$ cat src/rtl/gd_pkg.sv
// Package: shared constants, topology codes and code decoders for the
// complementary gate driver. Assumes a 50 MHz clock for deadtime scaling.
package gd_pkg;

    localparam int PAIRS  = 5;
    localparam int SEL_W  = 3;
    localparam int CNT_W  = 4;

    typedef enum logic [SEL_W-1:0] {
        APP_HALF  = 3'd0,
        APP_FULL  = 3'd1,
        APP_THREE = 3'd2,
        APP_FIVE  = 3'd3
    } app_e;

    // Converts a deadtime code into a blanking length in clock cycles.
    function automatic logic [CNT_W-1:0] dt_cycles(input logic [SEL_W-1:0] code);
        case (code)
            3'd0:    return CNT_W'(2);
            3'd1:    return CNT_W'(4);
            3'd2:    return CNT_W'(5);
            3'd3:    return CNT_W'(8);
            default: return CNT_W'(10);
        endcase
    endfunction

    // Gives the number of pairs that a topology code turns on.
    function automatic int active_pairs(input logic [SEL_W-1:0] app);
        case (app)
            APP_HALF:  return 1;
            APP_FULL:  return 2;
            APP_THREE: return 3;
            APP_FIVE:  return 5;
            default:   return 0;
        endcase
    endfunction

endpackage

$ cat src/rtl/gd_pair_router.sv
// Module: decodes the topology code into per-pair enables and feed bits.
// Full bridge drives its second leg with the inverse of raw bit 0.
// Assumes the top instantiates it with PAIRS >= 2.
module gd_pair_router
    import gd_pkg::*;
#(
    parameter int N_PAIRS = PAIRS
) (
    input  logic [SEL_W-1:0]   app_sel,
    input  logic [N_PAIRS-1:0] pwm_raw,
    output logic [N_PAIRS-1:0] pair_en,
    output logic [N_PAIRS-1:0] pair_feed
);

    for (genvar k = 0; k < N_PAIRS; k++) begin : g_route
        // Enable pair k when the topology uses at least k+1 pairs.
        always_comb pair_en[k] = (k < active_pairs(app_sel));

        if (k == 1) begin : g_leg_b
            // Second leg: inverted copy of leg A in full bridge, own bit otherwise.
            always_comb pair_feed[k] = (app_sel == APP_FULL) ? ~pwm_raw[0] : pwm_raw[k];
        end else begin : g_leg_own
            // Every other pair is fed by its own raw bit.
            always_comb pair_feed[k] = pwm_raw[k];
        end
    end

endmodule

$ cat src/rtl/gd_deadtime_leg.sv
// Module: one complementary pair with deadtime on both edges.
// A feed change, a fresh enable or reset reloads the blanking counter.
// Both outputs stay low until the counter reaches zero.
// Assumes dt_load >= 1 and inputs synchronous to clk.
module gd_deadtime_leg #(
    parameter int CNT_W = 4
) (
    input  logic             clk,
    input  logic             rst_n,
    input  logic             en,
    input  logic             feed,
    input  logic [CNT_W-1:0] dt_load,
    output logic             out_hi,
    output logic             out_lo
);

    logic             feed_q;
    logic             en_q;
    logic             reload;
    logic [CNT_W-1:0] cnt_q;
    logic [CNT_W-1:0] cnt_d;

    // Next blanking count: reload on any edge or enable start, else count down to zero.
    always_comb begin
        reload = !en || !en_q || (feed != feed_q);
        if (reload)
            cnt_d = dt_load;
        else if (cnt_q == '0)
            cnt_d = '0;
        else
            cnt_d = cnt_q - CNT_W'(1);
    end

    // State and registered gate outputs.
    always_ff @(posedge clk) begin
        if (!rst_n) begin
            feed_q <= 1'b0;
            en_q   <= 1'b0;
            cnt_q  <= dt_load;
            out_hi <= 1'b0;
            out_lo <= 1'b0;
        end else begin
            feed_q <= feed;
            en_q   <= en;
            cnt_q  <= cnt_d;
            out_hi <= en && (cnt_d == '0) && feed;
            out_lo <= en && (cnt_d == '0) && !feed;
        end
    end

    // the two sides never conduct together.
    a_r2_never_both: assert property (@(posedge clk) disable iff (!rst_n)
        !(out_hi && out_lo));

    // an edge on the feed blanks both outputs at the next edge.
    a_r4_edge_blanks: assert property (@(posedge clk) disable iff (!rst_n)
        (en && en_q && (feed != feed_q)) |=> (!out_hi && !out_lo));

    // the high side only turns on after the low side was already off.
    a_r5_rise_after_gap: assert property (@(posedge clk) disable iff (!rst_n)
        $rose(out_hi) |-> !$past(out_lo));

    // a disabled pair drives nothing.
    a_r7_idle_low: assert property (@(posedge clk) disable iff (!rst_n)
        !en |=> (!out_hi && !out_lo));

    // reset forces both outputs low.
    a_r1_reset_low: assert property (@(posedge clk)
        !rst_n |=> (!out_hi && !out_lo));

endmodule

$ cat src/rtl/gate_deadtime_driver.sv
// Module: top of the complementary gate driver. Routes raw PWM bits to
// pairs by topology and inserts the selected deadtime in each pair.
// Assumes a 50 MHz clock so the deadtime codes equal 40..200 ns.
module gate_deadtime_driver
    import gd_pkg::*;
#(
    parameter int N_PAIRS = PAIRS,
    parameter int DT_W    = CNT_W,
    localparam int OUT_W  = 2 * N_PAIRS
) (
    input  logic               clk,
    input  logic               rst_n,
    input  logic [N_PAIRS-1:0] pwm_raw,
    input  logic [SEL_W-1:0]   app_sel,
    input  logic [SEL_W-1:0]   dt_sel,
    output logic [OUT_W-1:0]   gate_out
);

    logic [N_PAIRS-1:0] pair_en;
    logic [N_PAIRS-1:0] pair_feed;
    logic [N_PAIRS-1:0] side_hi;
    logic [N_PAIRS-1:0] side_lo;
    logic [DT_W-1:0]    dt_len;

    // Deadtime code to cycle count.
    always_comb dt_len = DT_W'(dt_cycles(dt_sel));

    gd_pair_router #(.N_PAIRS(N_PAIRS)) u_router (
        .app_sel   (app_sel),
        .pwm_raw   (pwm_raw),
        .pair_en   (pair_en),
        .pair_feed (pair_feed)
    );

    for (genvar k = 0; k < N_PAIRS; k++) begin : g_pair
        gd_deadtime_leg #(.CNT_W(DT_W)) u_leg (
            .clk     (clk),
            .rst_n   (rst_n),
            .en      (pair_en[k]),
            .feed    (pair_feed[k]),
            .dt_load (dt_len),
            .out_hi  (side_hi[k]),
            .out_lo  (side_lo[k])
        );
        // Pack the pair: high side on the even bit, low side on the odd bit.
        assign gate_out[2*k]   = side_hi[k];
        assign gate_out[2*k+1] = side_lo[k];
    end

    // pairs the topology leaves unused stay low at the ports.
    a_r7_unused_pairs_low: assert property (@(posedge clk) disable iff (!rst_n)
        (app_sel == APP_HALF) |=> (gate_out[OUT_W-1:2] == '0));

    // undefined topology codes silence every output.
    a_r6_no_topology_low: assert property (@(posedge clk) disable iff (!rst_n)
        (active_pairs(app_sel) == 0) |=> (gate_out == '0));

endmodule

$ cat config.mk
export PLATFORM = sky130hd
export DESIGN_NAME = gate_deadtime_driver
export DESIGN_NICKNAME = d
export VERILOG_FILES = /design/src/rtl/gd_pkg.sv /design/src/rtl/gd_pair_router.sv /design/src/rtl/gd_deadtime_leg.sv /design/src/rtl/gate_deadtime_driver.sv
export SDC_FILE = /design/constraint.sdc
export NUM_CORES = 1
export LEC_CHECK = 0
export BUFFER_PORTS_ARGS = -buffer_cell sky130_fd_sc_hd__buf_4
export CAP_MARGIN = 20
export CORE_MARGIN = 2
export CORE_UTILIZATION = 40
export CTS_CLUSTER_SIZE = 25
export DETAILED_ROUTE_END_ITERATION = 6
export REMOVE_ABC_BUFFERS = 1
export SLEW_MARGIN = 10
export SYNTH_ARGS = -nofsm -noshare
export SYNTH_HDL_FRONTEND = slang
export SYNTH_SLANG_ARGS = --single-unit
$ cat constraint.sdc
create_clock -name clk -period 1.95 [get_ports clk]
set_clock_uncertainty 0.2 [all_clocks]
set_input_delay 0.0975 -clock clk [delete_from_list [all_inputs] [get_ports clk]]
set_output_delay 0.0975 -clock clk [all_outputs]
set_load 0.005 [all_outputs]
==> impl_summary.log <==
INFO  metric outcome = finished, final reports clean
INFO  metric insertedDiodeCount = 0
INFO  metric syn2layout_area_growth = 23.01%
INFO  metric clkTransAtPathRegs = ~0.07 ns
INFO  metric timing.final.crit_period = between 1.5 and 2 ns
INFO  metric setup_viol = 0
INFO  metric die_w = 68.19 µm
INFO  metric synth_cells = 171
INFO  metric drt-wirelength-per-cell = 12.29 µm
INFO  metric drt_pre_antenna_iters = 4
INFO  metric final_core_util = 51.04%
INFO  metric floorplan.die.height = slightly below 70 µm
INFO  metric worstMarginPinSlew = 0.5588 ns
INFO  metric syn_area_per_cell = roughly 9.6 µm²
INFO  metric worst-endpoint-arrival = 1.86 ns
INFO  metric number_of_antenna_violations_at_the_first_check_in_global_routing = 0
INFO  metric vdd_drop_max = approximately 340 µV
INFO  metric drv_slew = 0
INFO  metric yosysUniqueCellTypes = 34
INFO  metric final_net_count = 214
INFO  metric p_leak = 0.8672 nW
INFO  metric cp_num_buf_inv = 2
INFO  metric power_density = 803.8 mW/mm²
INFO  metric path_max_fanout = 5
INFO  metric post_drt_via_cell_ratio = 4.905
INFO  metric synth_seq_area_share = 47.38%
INFO  metric critPathKind = input port to flop
INFO  metric total_power = 1.629 mW
INFO  metric clkLatencyLatePin = approximately 0.29 ns
INFO  metric clock_sinks = 39
INFO  metric fin_cells = roughly 250
INFO  metric timing.critical_path.max_delay_family = buffers and inverters
INFO  metric detail-route-antenna-nets = 0
INFO  metric place.port_buffers = 22
INFO  metric grt_max_degree = 13
INFO  metric cp-start-kind = input port
INFO  metric most_common_cell_after_layout_fill_and_taps_aside = sky130_fd_sc_hd__dfxtp_1
INFO  metric post_route_cells_drive_above_1_share = a little under a quarter
INFO  metric grt_first_pass_wirelength = 5.064 mm
INFO  metric syn-cell-area = 0.001648 mm²
INFO  metric std_cell_rows = 23
INFO  metric drtIter0Drc = between 40 and 50
INFO  metric dr_total_vias = 1236
INFO  metric core = 0.003971 mm²
INFO  metric die-area = around 0.0046 mm²
INFO  metric cpMaxStageDelayCell = sky130_fd_sc_hd__dlygate4sd3_1
INFO  metric max_clock_freq = 531.4 MHz
INFO  metric place_hpwl = between 2 and 2.5 mm
INFO  metric critical_path_required = between 1.5 and 2 ns
INFO  metric replace_congestion = 0.6520
INFO  metric cells_along_the_critical_path = dlygate4sd3_1 -> buf_4 -> and4bb_1 -> o21bai_2 -> mux2i_4 -> mux2_4
INFO  metric dp_cells = 231
INFO  metric ys_seq_elements = 39
INFO  metric timing.final.crit_share = 96.51%
INFO  metric relSlewSlack = 62.74%
INFO  metric cap_viol_max_count = 0
INFO  metric ys.warnings.count = 0
INFO  metric max-clock-path-buffers = 2
INFO  metric cts_max_level = 2
INFO  metric tritoncts = done
INFO  metric grt.total_usage = 15.15%
INFO  metric fin_hold_viols = 0
INFO  metric grt_pass1_vias = 1172
INFO  metric fillerInstances = 371
INFO  metric hold_path.class = input port to flop
INFO  metric start_util = 41.49%
INFO  metric detail_route.wirelength = just over 3 mm
INFO  metric numCtsBuffers = 5
INFO  metric worstSetupEndpointType = flop
INFO  metric io_pins = 23
INFO  metric final_cell_mix = sky130_fd_sc_hd__dfxtp_1 (39), sky130_fd_sc_hd__nor2_1 (26), sky130_fd_sc_hd__buf_4 (25)
INFO  metric grt-ovfl-total = 0
INFO  metric detail_route.drc_violations = 0
INFO  metric critical_path.max_stage_delay = 0.53 ns
INFO  metric clockRootBuffer = sky130_fd_sc_hd__clkbuf_8
[metrics by stage]
| stage | setup TNS (ns) | hold WS [ns] | cell area, µm² | worst slack [ns] |
|---|---|---|---|---|
| 5_1_grt | -0.002345 | 0.09526 | 2027 | -0.002345 |
| 6_report | 0 | 0.07108 | 2027 | 0.06809 |
| 3_5_place_dp | 0 | 0.09408 | 1793 | 0.2679 |
| 2_1_floorplan | 0 | -0.03012 | 1558 | 0.4833 |
| 4_1_cts | 0 | 0.07259 | 2007 | 0.02036 |
| 3_3_place_gp | 0 | 0.08761 | 1793 | 0.3189 |
[synth_stat cells]
cell type	number	share of area (%)
sky130_fd_sc_hd__nor2b_1	1	0.38
sky130_fd_sc_hd__o21bai_2	1	0.68
sky130_fd_sc_hd__and2_1	5	1.9
sky130_fd_sc_hd__nor3_1	9	2.7
sky130_fd_sc_hd__and3_1	3	1.1
sky130_fd_sc_hd__o21ai_0	2	0.61
sky130_fd_sc_hd__mux2_2	2	1.4
sky130_fd_sc_hd__mux2_1	2	1.4
sky130_fd_sc_hd__inv_1	3	0.68
sky130_fd_sc_hd__xor2_1	3	1.6
sky130_fd_sc_hd__mux2i_4	1	1.4
sky130_fd_sc_hd__and4bb_1	1	0.76
sky130_fd_sc_hd__or2_2	5	1.9
sky130_fd_sc_hd__and3b_2	1	0.61
sky130_fd_sc_hd__nor2_1	26	5.9
sky130_fd_sc_hd__dfxtp_1	39	47
sky130_fd_sc_hd__a21oi_1	10	3.0
sky130_fd_sc_hd__buf_4	10	4.6
sky130_fd_sc_hd__nand4_1	2	0.76
sky130_fd_sc_hd__mux2_4	1	0.91
sky130_fd_sc_hd__o31ai_1	3	1.4
sky130_fd_sc_hd__buf_2	3	0.91
sky130_fd_sc_hd__nand3_1	5	1.5
sky130_fd_sc_hd__mux2i_1	14	8.5
sky130_fd_sc_hd__o311ai_1	1	0.53
sky130_fd_sc_hd__o211ai_1	1	0.46
sky130_fd_sc_hd__and2b_1	1	0.46
sky130_fd_sc_hd__xnor2_1	2	1.1
sky130_fd_sc_hd__o21a_1	1	0.46
sky130_fd_sc_hd__nand4b_1	1	0.53
sky130_fd_sc_hd__and2b_2	1	0.53
sky130_fd_sc_hd__nand2_1	4	0.91
sky130_fd_sc_hd__nand2b_1	1	0.38
sky130_fd_sc_hd__nor3b_1	6	2.7
[worst register-to-register path, cell delays in order (launching register included)]
cell,delay (ns)
sky130_fd_sc_hd__dfxtp_1,0.38
sky130_fd_sc_hd__xnor2_1,0.12
sky130_fd_sc_hd__and3_1,0.31
sky130_fd_sc_hd__mux2_1,0.34
[final timing paths]
kind | cells past startpoint | endpoint | start | slack (ns)
worst min-delay path | 3 | g_pair[0].u_leg.cnt_q[3] | dt_sel[1] | 0.07
worst min register to register | 2 | g_pair[2].u_leg.out_hi | g_pair[2].u_leg.feed_q | 0.27
worst max register to register | 3 | g_pair[0].u_leg.cnt_q[0] | g_pair[0].u_leg.feed_q | 0.48
worst max-delay path | 6 | g_pair[1].u_leg.cnt_q[0] | app_sel[2] | 0.07
[cell families after synthesis]
logic type / share of synthesized area (%)
AOI/OAI and AO/OA: 7.138
buffers and inverters: 6.150
xor gates and xnor gates: 2.658
muxes: 13.51
DFF: 47.38
and+or+nand+nor: 23.16
[power breakdown]
part | switching, mW | internal [mW]
combinational | 0.0753 | 0.0911
sequential | 0.0340 | 0.835
clock | 0.273 | 0.321
total | 0.382 | 1.25
[layer usage]
| metal | vias up | routed length, µm | GRT usage [%] |
|---|---|---|---|
| met3 | 5 | 150 | 4.934 |
| li1 | 638 | - | - |
| met2 | 23 | 1451 | 25.49 |
| met4 | 0 | 53 | 6.750 |
| met5 | - | 0 | 0 |
| met1 | 570 | 1443 | 17.46 |
[sequential cells by signal, indices dropped and copies added (netlist names)]
signal	count
g_pair.u_leg.feed_q	5
g_pair.u_leg.en_q	4
g_pair.u_leg.cnt_q	20
g_pair.u_leg.out_lo	5
g_pair.u_leg.out_hi	5
[layout make-up]
type	count	area [µm²]	area share, %
clock inverters	1	7.507	0.3704
flip-flops and latches	39	780.7	38.52
multi-input cells	116	770.7	38.02
inverters	3	11.26	0.5556
repair buffers	36	297.8	14.69
clock buffers	7	96.34	4.753
well taps	50	62.56	3.086
[timing repair]
action,in CTS,in global routing
buffers inserted,0,2
setup endpoints to repair,0,1
gates resized for setup,0,1
hold buffers,11,0
hold endpoints to repair,20,0
Note: power is estimated with default switching activity, not from simulation.
